==> config.mk <==
export PLATFORM = sky130hd
export DESIGN_NAME = serial_frame_tx
export DESIGN_NICKNAME = d
export VERILOG_FILES = /design/src/rtl/sft_pkg.sv /design/src/rtl/sft_hold_reg.sv /design/src/rtl/sft_bit_timer.sv /design/src/rtl/sft_shifter.sv /design/src/rtl/serial_frame_tx.sv
export SDC_FILE = /design/constraint.sdc
export NUM_CORES = 1
export LEC_CHECK = 0
export BUFFER_PORTS_ARGS = -buffer_cell sky130_fd_sc_hd__buf_2
export CAP_MARGIN = 20
export CORE_MARGIN = 2
export CORE_UTILIZATION = 50
export CTS_BUF_LIST = sky130_fd_sc_hd__clkbuf_4 sky130_fd_sc_hd__clkbuf_8
export DETAILED_ROUTE_END_ITERATION = 10
export PLACE_DENSITY = 0.69
export SYNTH_ARGS = -nofsm -noshare
export SYNTH_HDL_FRONTEND = slang
export SYNTH_SLANG_ARGS = --single-unit
==> constraint.sdc <==
create_clock -name clk -period 3.9 [get_ports clk]
set_input_delay 0.585 -clock clk [delete_from_list [all_inputs] [get_ports clk]]
set_output_delay 0.585 -clock clk [all_outputs]
set_load 0.01 [all_outputs]
==> src/rtl/sft_pkg.sv <==
package sft_pkg;

    typedef enum logic [2:0] {
        PH_IDLE,
        PH_START,
        PH_DATA,
        PH_PARITY,
        PH_STOP
    } phase_e;

    typedef struct packed {
        logic short_word;
        logic par_on;
        logic par_odd;
        logic dual_stop;
    } frame_fmt_t;

endpackage

==> src/rtl/sft_hold_reg.sv <==
module sft_hold_reg #(
    parameter int DATA_W = 8
) (
    input  logic              clk,
    input  logic              rst_n,
    input  logic              wr_valid,
    input  logic [DATA_W-1:0] wr_data,
    input  logic              take,
    output logic              full,
    output logic [DATA_W-1:0] data,
    output logic              wr_ok
);

    typedef struct packed {
        logic              full;
        logic [DATA_W-1:0] data;
    } hold_t;

    hold_t h_d, h_q;

    always_comb begin
        h_d   = h_q;
        wr_ok = wr_valid && !h_q.full;
        if (take) begin
            h_d.full = 1'b0;
        end
        if (wr_ok) begin
            h_d.full = 1'b1;
            h_d.data = wr_data;
        end
    end

    always_ff @(posedge clk) begin
        if (!rst_n) begin
            h_q <= '0;
        end else begin
            h_q <= h_d;
        end
    end

    assign full = h_q.full;
    assign data = h_q.data;

    // a write to an empty register fills it
    p_fill_r8: assert property (@(posedge clk) disable iff (!rst_n)
        wr_valid && !full |=> full);

    // a full register that is not drained keeps its character
    p_no_overflow_r8: assert property (@(posedge clk) disable iff (!rst_n)
        full && !take |=> full && $stable(data));

    // the shifter only drains a full register
    p_take_full_r9: assert property (@(posedge clk) disable iff (!rst_n)
        take |-> full);

endmodule

==> src/rtl/sft_bit_timer.sv <==
module sft_bit_timer #(
    parameter int OVERSAMPLE = 16
) (
    input  logic clk,
    input  logic rst_n,
    input  logic run,
    input  logic restart,
    input  logic tick16,
    output logic bit_done
);

    localparam int CNT_W = $clog2(OVERSAMPLE);
    localparam logic [CNT_W-1:0] LAST = CNT_W'(OVERSAMPLE - 1);

    logic [CNT_W-1:0] cnt_d, cnt_q;

    always_comb begin
        cnt_d    = cnt_q;
        bit_done = run && tick16 && (cnt_q == LAST);
        if (restart || !run) begin
            cnt_d = '0;
        end else if (tick16) begin
            cnt_d = (cnt_q == LAST) ? '0 : cnt_q + 1'b1;
        end
    end

    always_ff @(posedge clk) begin
        if (!rst_n) begin
            cnt_q <= '0;
        end else begin
            cnt_q <= cnt_d;
        end
    end

    // the count moves only on ticks
    p_count_hold_r3: assert property (@(posedge clk) disable iff (!rst_n)
        run && !tick16 && !restart |=> $stable(cnt_q));

    // a restart begins a fresh bit period
    p_restart_r3: assert property (@(posedge clk) disable iff (!rst_n)
        restart |=> cnt_q == '0);

endmodule

==> src/rtl/sft_shifter.sv <==
module sft_shifter
    import sft_pkg::*;
#(
    parameter int DATA_W = 8
) (
    input  logic              clk,
    input  logic              rst_n,
    input  logic              hold_full,
    input  logic [DATA_W-1:0] hold_data,
    input  frame_fmt_t        fmt_in,
    input  logic              bit_done,
    output logic              load,
    output logic              busy,
    output logic              txd,
    output logic              frame_end
);

    localparam int LEFT_W = $clog2(DATA_W);
    localparam logic [LEFT_W-1:0] LEFT_FULL  = LEFT_W'(DATA_W - 1);
    localparam logic [LEFT_W-1:0] LEFT_SHORT = LEFT_W'(DATA_W - 2);

    typedef struct packed {
        phase_e            ph;
        logic [DATA_W-1:0] sh;
        logic [LEFT_W-1:0] left;
        logic              par;
        frame_fmt_t        fmt;
        logic              second;
    } shift_t;

    shift_t s_d, s_q;

    always_comb begin
        s_d       = s_q;
        load      = 1'b0;
        frame_end = 1'b0;
        unique case (s_q.ph)
            PH_IDLE: begin
                if (hold_full) begin
                    load = 1'b1;
                end
            end
            PH_START: begin
                if (bit_done) begin
                    s_d.ph = PH_DATA;
                end
            end
            PH_DATA: begin
                if (bit_done) begin
                    s_d.par = s_q.par ^ s_q.sh[0];
                    s_d.sh  = s_q.sh >> 1;
                    if (s_q.left == '0) begin
                        s_d.ph = s_q.fmt.par_on ? PH_PARITY : PH_STOP;
                    end else begin
                        s_d.left = s_q.left - 1'b1;
                    end
                end
            end
            PH_PARITY: begin
                if (bit_done) begin
                    s_d.ph = PH_STOP;
                end
            end
            PH_STOP: begin
                if (bit_done) begin
                    if (s_q.fmt.dual_stop && !s_q.second) begin
                        s_d.second = 1'b1;
                    end else begin
                        frame_end = 1'b1;
                        if (hold_full) begin
                            load = 1'b1;
                        end else begin
                            s_d.ph = PH_IDLE;
                        end
                    end
                end
            end
            default: s_d.ph = PH_IDLE;
        endcase
        if (load) begin
            s_d.ph     = PH_START;
            s_d.sh     = hold_data;
            s_d.fmt    = fmt_in;
            s_d.left   = fmt_in.short_word ? LEFT_SHORT : LEFT_FULL;
            s_d.par    = 1'b0;
            s_d.second = 1'b0;
        end
    end

    always_ff @(posedge clk) begin
        if (!rst_n) begin
            s_q <= '{ph: PH_IDLE, sh: '0, left: '0, par: 1'b0,
                     fmt: '0, second: 1'b0};
        end else begin
            s_q <= s_d;
        end
    end

    always_comb begin
        unique case (s_q.ph)
            PH_START:  txd = 1'b0;
            PH_DATA:   txd = s_q.sh[0];
            PH_PARITY: txd = s_q.par ^ s_q.fmt.par_odd;
            default:   txd = 1'b1;
        endcase
    end

    assign busy = (s_q.ph != PH_IDLE);

    // a load puts the start bit on the line at once
    p_load_start_r9: assert property (@(posedge clk) disable iff (!rst_n)
        load |=> !txd && busy);

    // a waiting character follows the last stop bit without a gap
    p_back_to_back_r10: assert property (@(posedge clk) disable iff (!rst_n)
        frame_end && hold_full |=> !txd);

    // the captured format stays fixed for the whole frame
    p_fmt_frozen_r7: assert property (@(posedge clk) disable iff (!rst_n)
        busy && !load |=> $stable(s_q.fmt));

    // the phase advances only at a bit boundary or a load
    p_step_on_bit_r3: assert property (@(posedge clk) disable iff (!rst_n)
        !bit_done && !load |=> $stable(s_q.ph));

    // stop bits are high
    p_stop_high_r6: assert property (@(posedge clk) disable iff (!rst_n)
        frame_end |-> txd);

endmodule

==> src/rtl/serial_frame_tx.sv <==
module serial_frame_tx
    import sft_pkg::*;
#(
    parameter int DATA_W     = 8,
    parameter int OVERSAMPLE = 16
) (
    input  logic              clk,
    input  logic              rst_n,
    input  logic              tick16,
    input  logic              fmt_short,
    input  logic              fmt_par_on,
    input  logic              fmt_par_odd,
    input  logic              fmt_dual_stop,
    input  logic              wr_valid,
    input  logic [DATA_W-1:0] wr_data,
    output logic              txd,
    output logic              hold_empty,
    output logic              tx_end
);

    logic              hold_full;
    logic [DATA_W-1:0] hold_data;
    logic              wr_ok;
    logic              load;
    logic              busy;
    logic              bit_done;
    logic              frame_end;
    frame_fmt_t        fmt_now;
    logic              end_d, end_q;

    assign fmt_now = '{short_word: fmt_short, par_on: fmt_par_on,
                       par_odd: fmt_par_odd, dual_stop: fmt_dual_stop};

    sft_hold_reg #(.DATA_W(DATA_W)) u_hold (
        .clk      (clk),
        .rst_n    (rst_n),
        .wr_valid (wr_valid),
        .wr_data  (wr_data),
        .take     (load),
        .full     (hold_full),
        .data     (hold_data),
        .wr_ok    (wr_ok)
    );

    sft_bit_timer #(.OVERSAMPLE(OVERSAMPLE)) u_timer (
        .clk      (clk),
        .rst_n    (rst_n),
        .run      (busy),
        .restart  (load),
        .tick16   (tick16),
        .bit_done (bit_done)
    );

    sft_shifter #(.DATA_W(DATA_W)) u_shift (
        .clk       (clk),
        .rst_n     (rst_n),
        .hold_full (hold_full),
        .hold_data (hold_data),
        .fmt_in    (fmt_now),
        .bit_done  (bit_done),
        .load      (load),
        .busy      (busy),
        .txd       (txd),
        .frame_end (frame_end)
    );

    always_comb begin
        end_d = end_q;
        if (frame_end && !hold_full) begin
            end_d = 1'b1;
        end
        if (wr_ok) begin
            end_d = 1'b0;
        end
    end

    always_ff @(posedge clk) begin
        if (!rst_n) begin
            end_q <= 1'b1;
        end else begin
            end_q <= end_d;
        end
    end

    assign hold_empty = !hold_full;
    assign tx_end     = end_q;

    // a finished line rests at mark
    p_idle_mark_r2: assert property (@(posedge clk) disable iff (!rst_n)
        tx_end |-> txd);

    // end of the last frame with nothing waiting raises the flag
    p_end_set_r11: assert property (@(posedge clk) disable iff (!rst_n)
        frame_end && hold_empty && !wr_valid |=> tx_end);

    // an accepted write clears the flag
    p_end_clear_r11: assert property (@(posedge clk) disable iff (!rst_n)
        wr_valid && hold_empty |=> !tx_end && !hold_empty);

endmodule

==> results of run 1 <==
==> metal layers <==
layer	vias up	wire [microns]	share of wire, %
met5	-	0	0
met4	0	87	2.9
met1	588	1350	45
met2	30	1410	48
met3	10	117	3.9
li1	629	-	-
==> how the worst max path moves through the flow <==
stage	from	endpoint	slack, ns
floorplan	tick16	u_shift.s_q[6]$_SDFFE_PN0P_	2.09
global placement	tick16	u_shift.s_q[18]$_SDFFE_PP0P_	1.73
detailed placement	tick16	u_shift.s_q[18]$_SDFFE_PP0P_	1.67
CTS	u_timer.cnt_q[0]$_SDFFE_PP0P_	u_shift.s_q[18]$_SDFFE_PP0P_	1.73
global route	u_timer.cnt_q[0]$_SDFFE_PP0P_	u_shift.s_q[18]$_SDFFE_PP0P_	1.53
finish	u_timer.cnt_q[0]$_SDFFE_PP0P_	u_shift.s_q[18]$_SDFFE_PP0P_	1.74
==> worst reg2reg max path: stages (launching register included) <==
cell,delay [ns]
dfxtp_1,0.41
ha_1,0.26
nand4_1,0.25
a211oi_4,0.77
nand2b_1,0.29
nor4b_1,0.07
==> layout make-up <==
cell class / instances / area [sq um]
Inverter: 11 / 41.3
Multi-Input combinational cell: 118 / 790
Tap cell: 33 / 41.3
Clock buffer: 8 / 60.1
Sequential cell: 33 / 661
Fill cell: 303 / 1320
Timing Repair Buffer: 18 / 90.1
==> state kept, by name, summed over array words and instances, names as in the netlist <==
name           count
u_shift.s_q       19
u_hold.data        8
u_timer.cnt_q      4
tx_end             1
u_hold.full        1
==> logic make-up after synthesis <==
| kind of cell | count (synthesis) | synth area share (%) |
|---|---|---|
| AOI/OAI and AO/OA | 41 | 21.0 |
| and+or+nand+nor | 63 | 20.7 |
| xor gates and xnor gates | 4 | 2.26 |
| buffers and inverters | 21 | 6.38 |
| DFF | 33 | 42.6 |
| muxes | 7 | 4.60 |
| adders and majority gates | 3 | 2.42 |
==> power by group <==
part	internal, mW	total (mW)	switching, mW
combinational	0.0340	0.0753	0.0412
sequential	0.352	0.364	0.0113
clock	0.0927	0.201	0.108
==> metrics by stage <==
stage	cells	hold slack, ns	power (mW)	utilization, %
final	221	0.468	0.640	56.0
after detailed placement	213	0.454	0.448	54.0
after floorplan	172	0.435	0.429	-
after global routing	221	0.482	0.672	56.0
after global placement	213	0.448	0.444	54.0
after CTS	221	0.473	0.646	56.0
==> cell usage after synthesis (2+ instances only) <==
library cell / instances
clkbuf_1: 4
inv_1: 11
nor3b_1: 3
mux2i_1: 6
o21a_1: 3
dfxtp_1: 33
a21oi_1: 5
buf_2: 4
a32oi_1: 7
nand2_1: 26
nor2_1: 10
o211ai_1: 2
a31oi_1: 2
nor2b_1: 4
nand2b_1: 4
xor2_1: 3
a21boi_0: 8
buf_6: 2
o21ai_0: 4
ha_1: 3
o21ai_2: 4
nand3_1: 4
==> results.sh, run 1 <==
export IMPL_hp_start="u_hold.data[7]$_SDFFE_PN0P_"
export IMPL_synth_largest_area_cell="dfxtp_1"
export IMPL_setup_viol=0
export IMPL_cp_slowest_stage_delay_ns=0.77
export IMPL_dr_pass1_iters=4
export IMPL_power_density_nw_per_um2=380
export IMPL_synth_edf_count=0
export IMPL_rows=20
export IMPL_wl_per_cell_microns=13.4
export IMPL_fin_area_sq_um=1680
export IMPL_path_buf_inv=0
export IMPL_clockBufferDepth=2
export IMPL_track_usage_pct=20.1
export IMPL_outcome="completed"
export IMPL_maxSlewViolCount=0
export IMPL_syn_nets=191
export IMPL_layout_commonest_cell="dfxtp_1"
export IMPL_dp_hpwl_microns=2090
export IMPL_cp_depth=5
export IMPL_post_route_period_util_pct=55.5
export IMPL_gr_usage_met1_pct=23.8
export IMPL_criticalPathCategory="reg -> reg"
export IMPL_crit_path_end_kind="flip-flop"
export IMPL_setup_ws_ns=1.74
export IMPL_cts_buffers=5
export IMPL_syn_inst=172
export IMPL_cts_resized=0
export IMPL_met2_usage_pct=32.6
export IMPL_grt_pass1_wl_microns=5310
export IMPL_cts_hold_buf=0
export IMPL_routed_wl_microns=2970
export IMPL_gp_congestion=0.843
export IMPL_synth_warnings=0
export IMPL_synth_area_leaders="dfxtp_1, nand2_1, a32oi_1, mux2i_1, a21boi_0"
export IMPL_final_hold_viol_count=0
export IMPL_ys_ff_latch=33
export IMPL_path_max_fanout=18
export IMPL_cp_arrival_ns=2.37
export IMPL_viasPerCell=5.69
export IMPL_htree_num_levels=2
export IMPL_cap_violations=0
export IMPL_portBuffers=18
export IMPL_synth_top_area_share_pct=42.6
export IMPL_worstPathCellList="ha_1, nand4_1, a211oi_4, nand2b_1, nor4b_1"
export IMPL_vias=1257
export IMPL_rrSetupSlack_ns=1.74
export IMPL_min_period_ns=2.16
export IMPL_dpl_cell_area_sq_um=1620
export IMPL_use_met3_pct=7.14
export IMPL_fmax_mhz=462
export IMPL_min_path_type="reg -> reg"
export IMPL_drc=0
export IMPL_synthToLayoutAreaGrowth_pct=8.64
export IMPL_start_kind="flip-flop"
export IMPL_ir_drop_uv=198
export IMPL_die_y_microns=59.7
export IMPL_layout_common_cells="dfxtp_1, nand2_1, buf_2"
export IMPL_min_path_cells=2
export IMPL_first_iter_violations=62
export IMPL_postCtsSetupBuffers=0
export IMPL_tightestPinTransition_ns=0.851
export IMPL_grt_most_used_layer="met2"
export IMPL_clk_pin_slew_ns=0.09
export IMPL_tritoncts="yes"
export IMPL_n_antenna_cell=0
export IMPL_ys_types=42
export IMPL_avgSynthCellArea_sq_um=9.01
export IMPL_crit_slowest_cell="a211oi_4"
export IMPL_p_leak_nw=0.649
export IMPL_ys_seq_area_share_pct=42.6
export IMPL_setup_tns_ns=0
export IMPL_fp_dieArea_sq_um=3560
export IMPL_worstPathRequired_ns=4.11
export IMPL_rr_startpoint="u_timer.cnt_q[0]$_SDFFE_PP0P_"
export IMPL_root_buffer="clkbuf_4"
export IMPL_synth_area_sq_um=1550
export IMPL_max_slew_margin_pct=42.5
export IMPL_ant_nets=0
export IMPL_io_pins=19
export IMPL_synth_async_reset_ratio_pct=0
export IMPL_nNetsFinal=206
export IMPL_drive_gt1_share_pct=19.7
export IMPL_grt_max_degree=29
export IMPL_worstRegToRegCells=5
export IMPL_antenna_found_initial=0
export IMPL_core_area_sq_um=3000
export IMPL_min_to="u_shift.s_q[16]$_SDFFE_PN0P_"
export IMPL_grt_ovfl_total=0
export IMPL_timing_rr_end="u_shift.s_q[18]$_SDFFE_PP0P_"
export IMPL_start_util_pct=51.6
export IMPL_grt_pass1_vias=1247
export IMPL_yosys_most_used_dff="dfxtp_1"
export IMPL_rsz0062_at_grt="no"
export IMPL_clkLatencyLatePin_ns=0.33
export IMPL_die_x_microns=59.7
export IMPL_cp_top_family="compound AO/OA/AOI/OAI gates"
export IMPL_skew_ns=0.00333
export IMPL_dpl_worst_slack_ns=1.67
export IMPL_clkSinkCount=33
Note: power is estimated with default switching activity, not from simulation.
==> run 2: changes to the inputs <==
Settings changed: PLACE_DENSITY 0.69 to 0.72.
Clock period 3.9 ns to 1.74 ns, I/O delays scaled along.
==> run 2 against run 1 <==
Compared with the run above: global-route usage grew 0.39 points; cell count grew 6.8%; wire length up 11%.
==> results.sh, run 2 (synthesis results as in run 1) <==
export IMPL_clkLatencyLatePin_ns=0.35
export IMPL_hp_start="wr_valid"
export IMPL_crit_slowest_cell="a211oi_4"
export IMPL_path_max_fanout=10
export IMPL_rows=20
export IMPL_synthToLayoutAreaGrowth_pct=19.5
export IMPL_fp_dieArea_sq_um=3560
export IMPL_layout_common_cells="dfxtp_1, nand2_1, buf_2"
export IMPL_min_period_ns=1.69
export IMPL_drive_gt1_share_pct=29.6
export IMPL_htree_num_levels=2
export IMPL_ir_drop_uv=542
export IMPL_track_usage_pct=20.5
export IMPL_setup_viol=0
export IMPL_setup_tns_ns=0
export IMPL_wl_per_cell_microns=13.9
export IMPL_layout_commonest_cell="dfxtp_1"
export IMPL_skew_ns=0.00387
export IMPL_routed_wl_microns=3290
export IMPL_crit_path_end_kind="flip-flop"
export IMPL_die_y_microns=59.7
export IMPL_min_path_type="in -> reg"
export IMPL_cap_violations=0
export IMPL_grt_pass1_vias=1245
export IMPL_core_area_sq_um=3000
export IMPL_post_route_period_util_pct=97.3
export IMPL_cp_depth=6
export IMPL_min_path_cells=3
export IMPL_worstPathRequired_ns=1.99
export IMPL_grt_pass1_wl_microns=5380
export IMPL_first_iter_violations=78
export IMPL_cp_arrival_ns=1.94
export IMPL_cp_slowest_stage_delay_ns=0.41
export IMPL_fmax_mhz=591
export IMPL_tritoncts="yes"
export IMPL_dpl_cell_area_sq_um=1710
export IMPL_path_buf_inv=1
export IMPL_power_mw=1.45
export IMPL_ant_nets=0
export IMPL_tightestPinTransition_ns=0.547
export IMPL_clockBufferDepth=2
export IMPL_utilization_pct=61.7
export IMPL_dp_hpwl_microns=2290
export IMPL_min_to="u_hold.full$_SDFFE_PN0P_"
export IMPL_maxSlewViolCount=0
export IMPL_root_buffer="clkbuf_4"
export IMPL_rrSetupSlack_ns=0.05
export IMPL_timing_rr_end="u_shift.s_q[16]$_SDFFE_PN0P_"
export IMPL_vias=1320
export IMPL_max_slew_margin_pct=63.0
export IMPL_fin_area_sq_um=1850
export IMPL_hold_ws_ns=0.145
export IMPL_cp_top_family="compound AO/OA/AOI/OAI gates"
export IMPL_grt_ovfl_total=0
export IMPL_clkSinkCount=33
export IMPL_viasPerCell=5.59
export IMPL_n_antenna_cell=0
export IMPL_rr_startpoint="u_timer.cnt_q[1]$_SDFFE_PP0P_"
export IMPL_nNetsFinal=221
export IMPL_cts_hold_buf=0
export IMPL_top_register="u_shift.s_q"
export IMPL_final_hold_viol_count=0
export IMPL_cts_buffers=5
export IMPL_start_util_pct=51.6
export IMPL_antenna_found_initial=0
export IMPL_dr_pass1_iters=4
export IMPL_p_leak_nw=0.729
export IMPL_criticalPathCategory="reg -> reg"
export IMPL_grt_max_degree=22
export IMPL_worstRegToRegCells=6
export IMPL_rsz0062_at_grt="yes"
export IMPL_gp_congestion=0.841
export IMPL_start_kind="flip-flop"
export IMPL_die_x_microns=59.7
export IMPL_power_density_nw_per_um2=781
export IMPL_io_pins=19
export IMPL_drc=0
export IMPL_largest_reg_flops=19
export IMPL_clk_pin_slew_ns=0.10
export IMPL_worstPathCellList="ha_4, nand4_1, a211oi_4, buf_4, nand3b_1, a21boi_2"
export IMPL_portBuffers=18
export IMPL_crit_start="u_timer.cnt_q[1]$_SDFFE_PP0P_"
export IMPL_outcome="completed"
-- run 2: cell types whose count changed in the layout (fill, tap and decap cells not counted), moves of 2 or more --
cell      before  now
buf_4          0   12
buf_6          0    4
dfxtp_1       33   29
dfxtp_2        0    4
clkbuf_4       8    5
clkinv_2       0    2
-- run 2: worst min-delay path, delay by kind of cell --
kind,cells,cell delay (ns)
and+or+nand+nor,2,0.11
buffers and inverters,1,0.10
-- run 2: power breakdown --
part           leakage [nW]  switching [mW]  internal (mW)
clock                0.0310           0.267          0.152
combinational         0.427           0.111          0.103
sequential            0.271          0.0228          0.790
total                 0.729           0.401           1.04
-- run 2: worst max-delay path by stage --
stage	to	slack, ns
after detailed placement	u_shift.s_q[10]$_SDFFE_PN0P_	-0.05
after floorplan	u_shift.s_q[6]$_SDFFE_PN0P_	0.05
after global routing	u_shift.s_q[3]$_SDFFE_PN0P_	-0.04
after CTS	txd	0.002
after global placement	u_timer.cnt_q[2]$_SDFFE_PP0P_	0.05
final	u_shift.s_q[16]$_SDFFE_PN0P_	0.05
-- run 2: timing repair --
action / in CTS / in global routing
gates resized for setup: 8 / 9
pin swaps: 4 / 2
setup buffers: 2 / 2
setup endpoints to repair: 9 / 19
hold endpoints to repair: 0 / 0
gates cloned: 0 / 0
-- run 2: through the flow --
step / std cells / worst slack [ns]
finish: 236 / 0.0476
global route: 236 / -0.0413
CTS: 234 / 0.00214
detailed placement: 224 / -0.0534
global placement: 224 / 0.0458
floorplan: 172 / 0.0531
-- run 2: routing by layer --
layer | wire, microns | track usage [%]
met5 | 0 | 0
met4 | 83 | 12.4
met3 | 198 | 6.28
met2 | 1540 | 31.4
met1 | 1470 | 25.0
-- run 2: area by class of cell --
cell class                      instances  area [sq um]
Clock inverter                          3          17.5
Fill cell                             264          1150
Tap cell                               33          41.3
Clock buffer                            5          37.5
Multi-Input combinational cell        118           828
Timing Repair Buffer                   33           220
Sequential cell                        33           666
Inverter                               11          41.3
==> run 3: changes to the inputs <==
Settings changed: CORE_MARGIN 2 to unset.
==> run 3 against run 2 <==
Compared with the run above: the run now ends with design-rule violations, negative setup slack left; core utilization up 3.2 points; sequential share of layout area down 0.11 points; power increased by 2.5%; critical endpoint is now u_shift.s_q[3]$_SDFFE_PN0P_; largest cell class unchanged; highest routed layer unchanged.
==> results.sh, run 3 (synthesis results as in run 1) <==
export IMPL_io_pins=19
export IMPL_drc=2
export IMPL_wl_per_cell_microns=14.9
export IMPL_grt_max_degree=29
export IMPL_tightestPinTransition_ns=0.552
export IMPL_nNetsFinal=219
export IMPL_ir_drop_uv=570
export IMPL_root_buffer="clkbuf_4"
export IMPL_layout_commonest_cell="dfxtp_1"
export IMPL_viasPerCell=5.78
export IMPL_worstPathCellList="buf_6, or3b_4, a211oi_4, buf_4, mux2i_1, nor2b_1"
export IMPL_start_util_pct=54.3
export IMPL_grt_pass1_vias=1290
export IMPL_n_antenna_cell=0
export IMPL_crit_slowest_cell="or3b_4"
export IMPL_dr_pass1_iters=7
export IMPL_start_kind="flip-flop"
export IMPL_final_hold_viol_count=0
export IMPL_track_usage_pct=22.4
export IMPL_clkSinkCount=33
export IMPL_routed_wl_microns=3450
export IMPL_clkLatencyLatePin_ns=0.34
export IMPL_setup_ws_ns=-0.00402
export IMPL_rsz0062_at_grt="yes"
export IMPL_die_y_microns=57.7
export IMPL_criticalPathCategory="reg -> reg"
export IMPL_gp_congestion=0.804
export IMPL_largest_reg_flops=19
export IMPL_fmax_mhz=573
export IMPL_clk_pin_slew_ns=0.11
export IMPL_fp_dieArea_sq_um=3320
export IMPL_dp_hpwl_microns=2380
export IMPL_clockBufferDepth=2
export IMPL_setup_viol=1
export IMPL_min_period_ns=1.74
export IMPL_skew_ns=0.0172
export IMPL_die_x_microns=57.7
export IMPL_power_mw=1.48
export IMPL_path_max_fanout=5
export IMPL_grt_ovfl_total=0
export IMPL_ant_nets=0
export IMPL_htree_num_levels=2
export IMPL_violations="design-rule violations, negative setup slack"
export IMPL_cp_slowest_stage_delay_ns=0.40
export IMPL_regArea_sq_um=663
export IMPL_portBuffers=18
export IMPL_cp_arrival_ns=1.97
export IMPL_outcome="complete, but fails checks"
export IMPL_antenna_found_initial=0
export IMPL_max_slew_margin_pct=62.7
export IMPL_synthToLayoutAreaGrowth_pct=19.5
export IMPL_maxSlewViolCount=0
export IMPL_layout_common_cells="dfxtp_1, nand2_1, buf_2"
export IMPL_dpl_worst_slack_ns=-0.0439
export IMPL_grt_pass1_wl_microns=5570
export IMPL_post_route_period_util_pct=100
export IMPL_vias=1336
export IMPL_tritoncts="yes"
export IMPL_cts_buffers=5
export IMPL_first_iter_violations=42
export IMPL_min_path_type="in -> reg"
export IMPL_multi_input_comb_area_sq_um=843
export IMPL_cts_hold_buf=0
export IMPL_crit_path_end_kind="flip-flop"
export IMPL_worstPathRequired_ns=1.97
export IMPL_power_density_nw_per_um2=801
export IMPL_rows=19
export IMPL_p_leak_nw=0.729
export IMPL_fillCellCount=244
export IMPL_core_area_sq_um=2850
export IMPL_drive_gt1_share_pct=28.5
export IMPL_cap_violations=0
export IMPL_top_register="u_shift.s_q"
## run 3: path summary, 6_finish.rpt
| check | startpoint | end | slack (ns) | depth (start not counted) |
|---|---|---|---|---|
| worst max-delay path | u_shift.s_q[17]$_SDFFE_PN0P_ | u_shift.s_q[3]$_SDFFE_PN0P_ | -0.004 | 6 |
| worst min-delay path | wr_valid | u_hold.full$_SDFFE_PN0P_ | 0.15 | 3 |
| worst max register to register | u_shift.s_q[17]$_SDFFE_PN0P_ | u_shift.s_q[3]$_SDFFE_PN0P_ | -0.004 | 6 |
| worst min register to register | u_hold.data[7]$_SDFFE_PN0P_ | u_shift.s_q[16]$_SDFFE_PN0P_ | 0.47 | 2 |
## run 3: repair_timing
item                                    CTS  global route
pin swaps                                 2             2
resized for setup                         5            13
endpoints found under the setup margin   15            21
buffers inserted                          2             1
## run 3: area by class of cell
| type | instances | share of cell area (%) |
|---|---|---|
| Clock buffer | 7 | 3.18 |
| Inverter | 11 | 2.23 |
| Timing Repair Buffer | 31 | 11.1 |
| Tap cell | 31 | 2.10 |
| Sequential cell | 33 | 35.8 |
| Multi-Input combinational cell | 118 | 45.6 |
## run 3: worst max-delay path: cells and delay by family (launching register included)
kind	cells	cell delay, ns
and+or+nand+nor	2	0.46
DFF	1	0.35
AOI/OAI and AO/OA	1	0.33
buffers and inverters	2	0.31
muxes	1	0.17
## run 3: layer usage
metal,wire length [microns],vias up,GRT usage [%]
met2,1750,34,39.9
met4,119,0,14.6
li1,-,652,-
met5,0,-,0
met3,126,14,5.36
met1,1450,636,23.7
## run 3: power breakdown
group / leakage (nW) / total [mW] / switching, mW / internal, mW
Combinational: 0.424 / 0.214 / 0.109 / 0.105
Clock: 0.0348 / 0.453 / 0.247 / 0.206
Sequential: 0.270 / 0.815 / 0.0239 / 0.791
## run 3: through the flow
step           instances  TNS [ns]  util (%)  cell area, sq um  hold WS, ns
2_1_floorplan        172         0         -              1550        0.377
3_3_place_gp         221         0      59.4              1700        0.446
3_5_place_dp         221    -0.215      59.4              1700        0.459
4_1_cts              230   -0.0334      63.0              1800        0.150
5_1_grt              231    -0.129      64.9              1850        0.156
6_report             231  -0.00402      64.9              1850        0.152
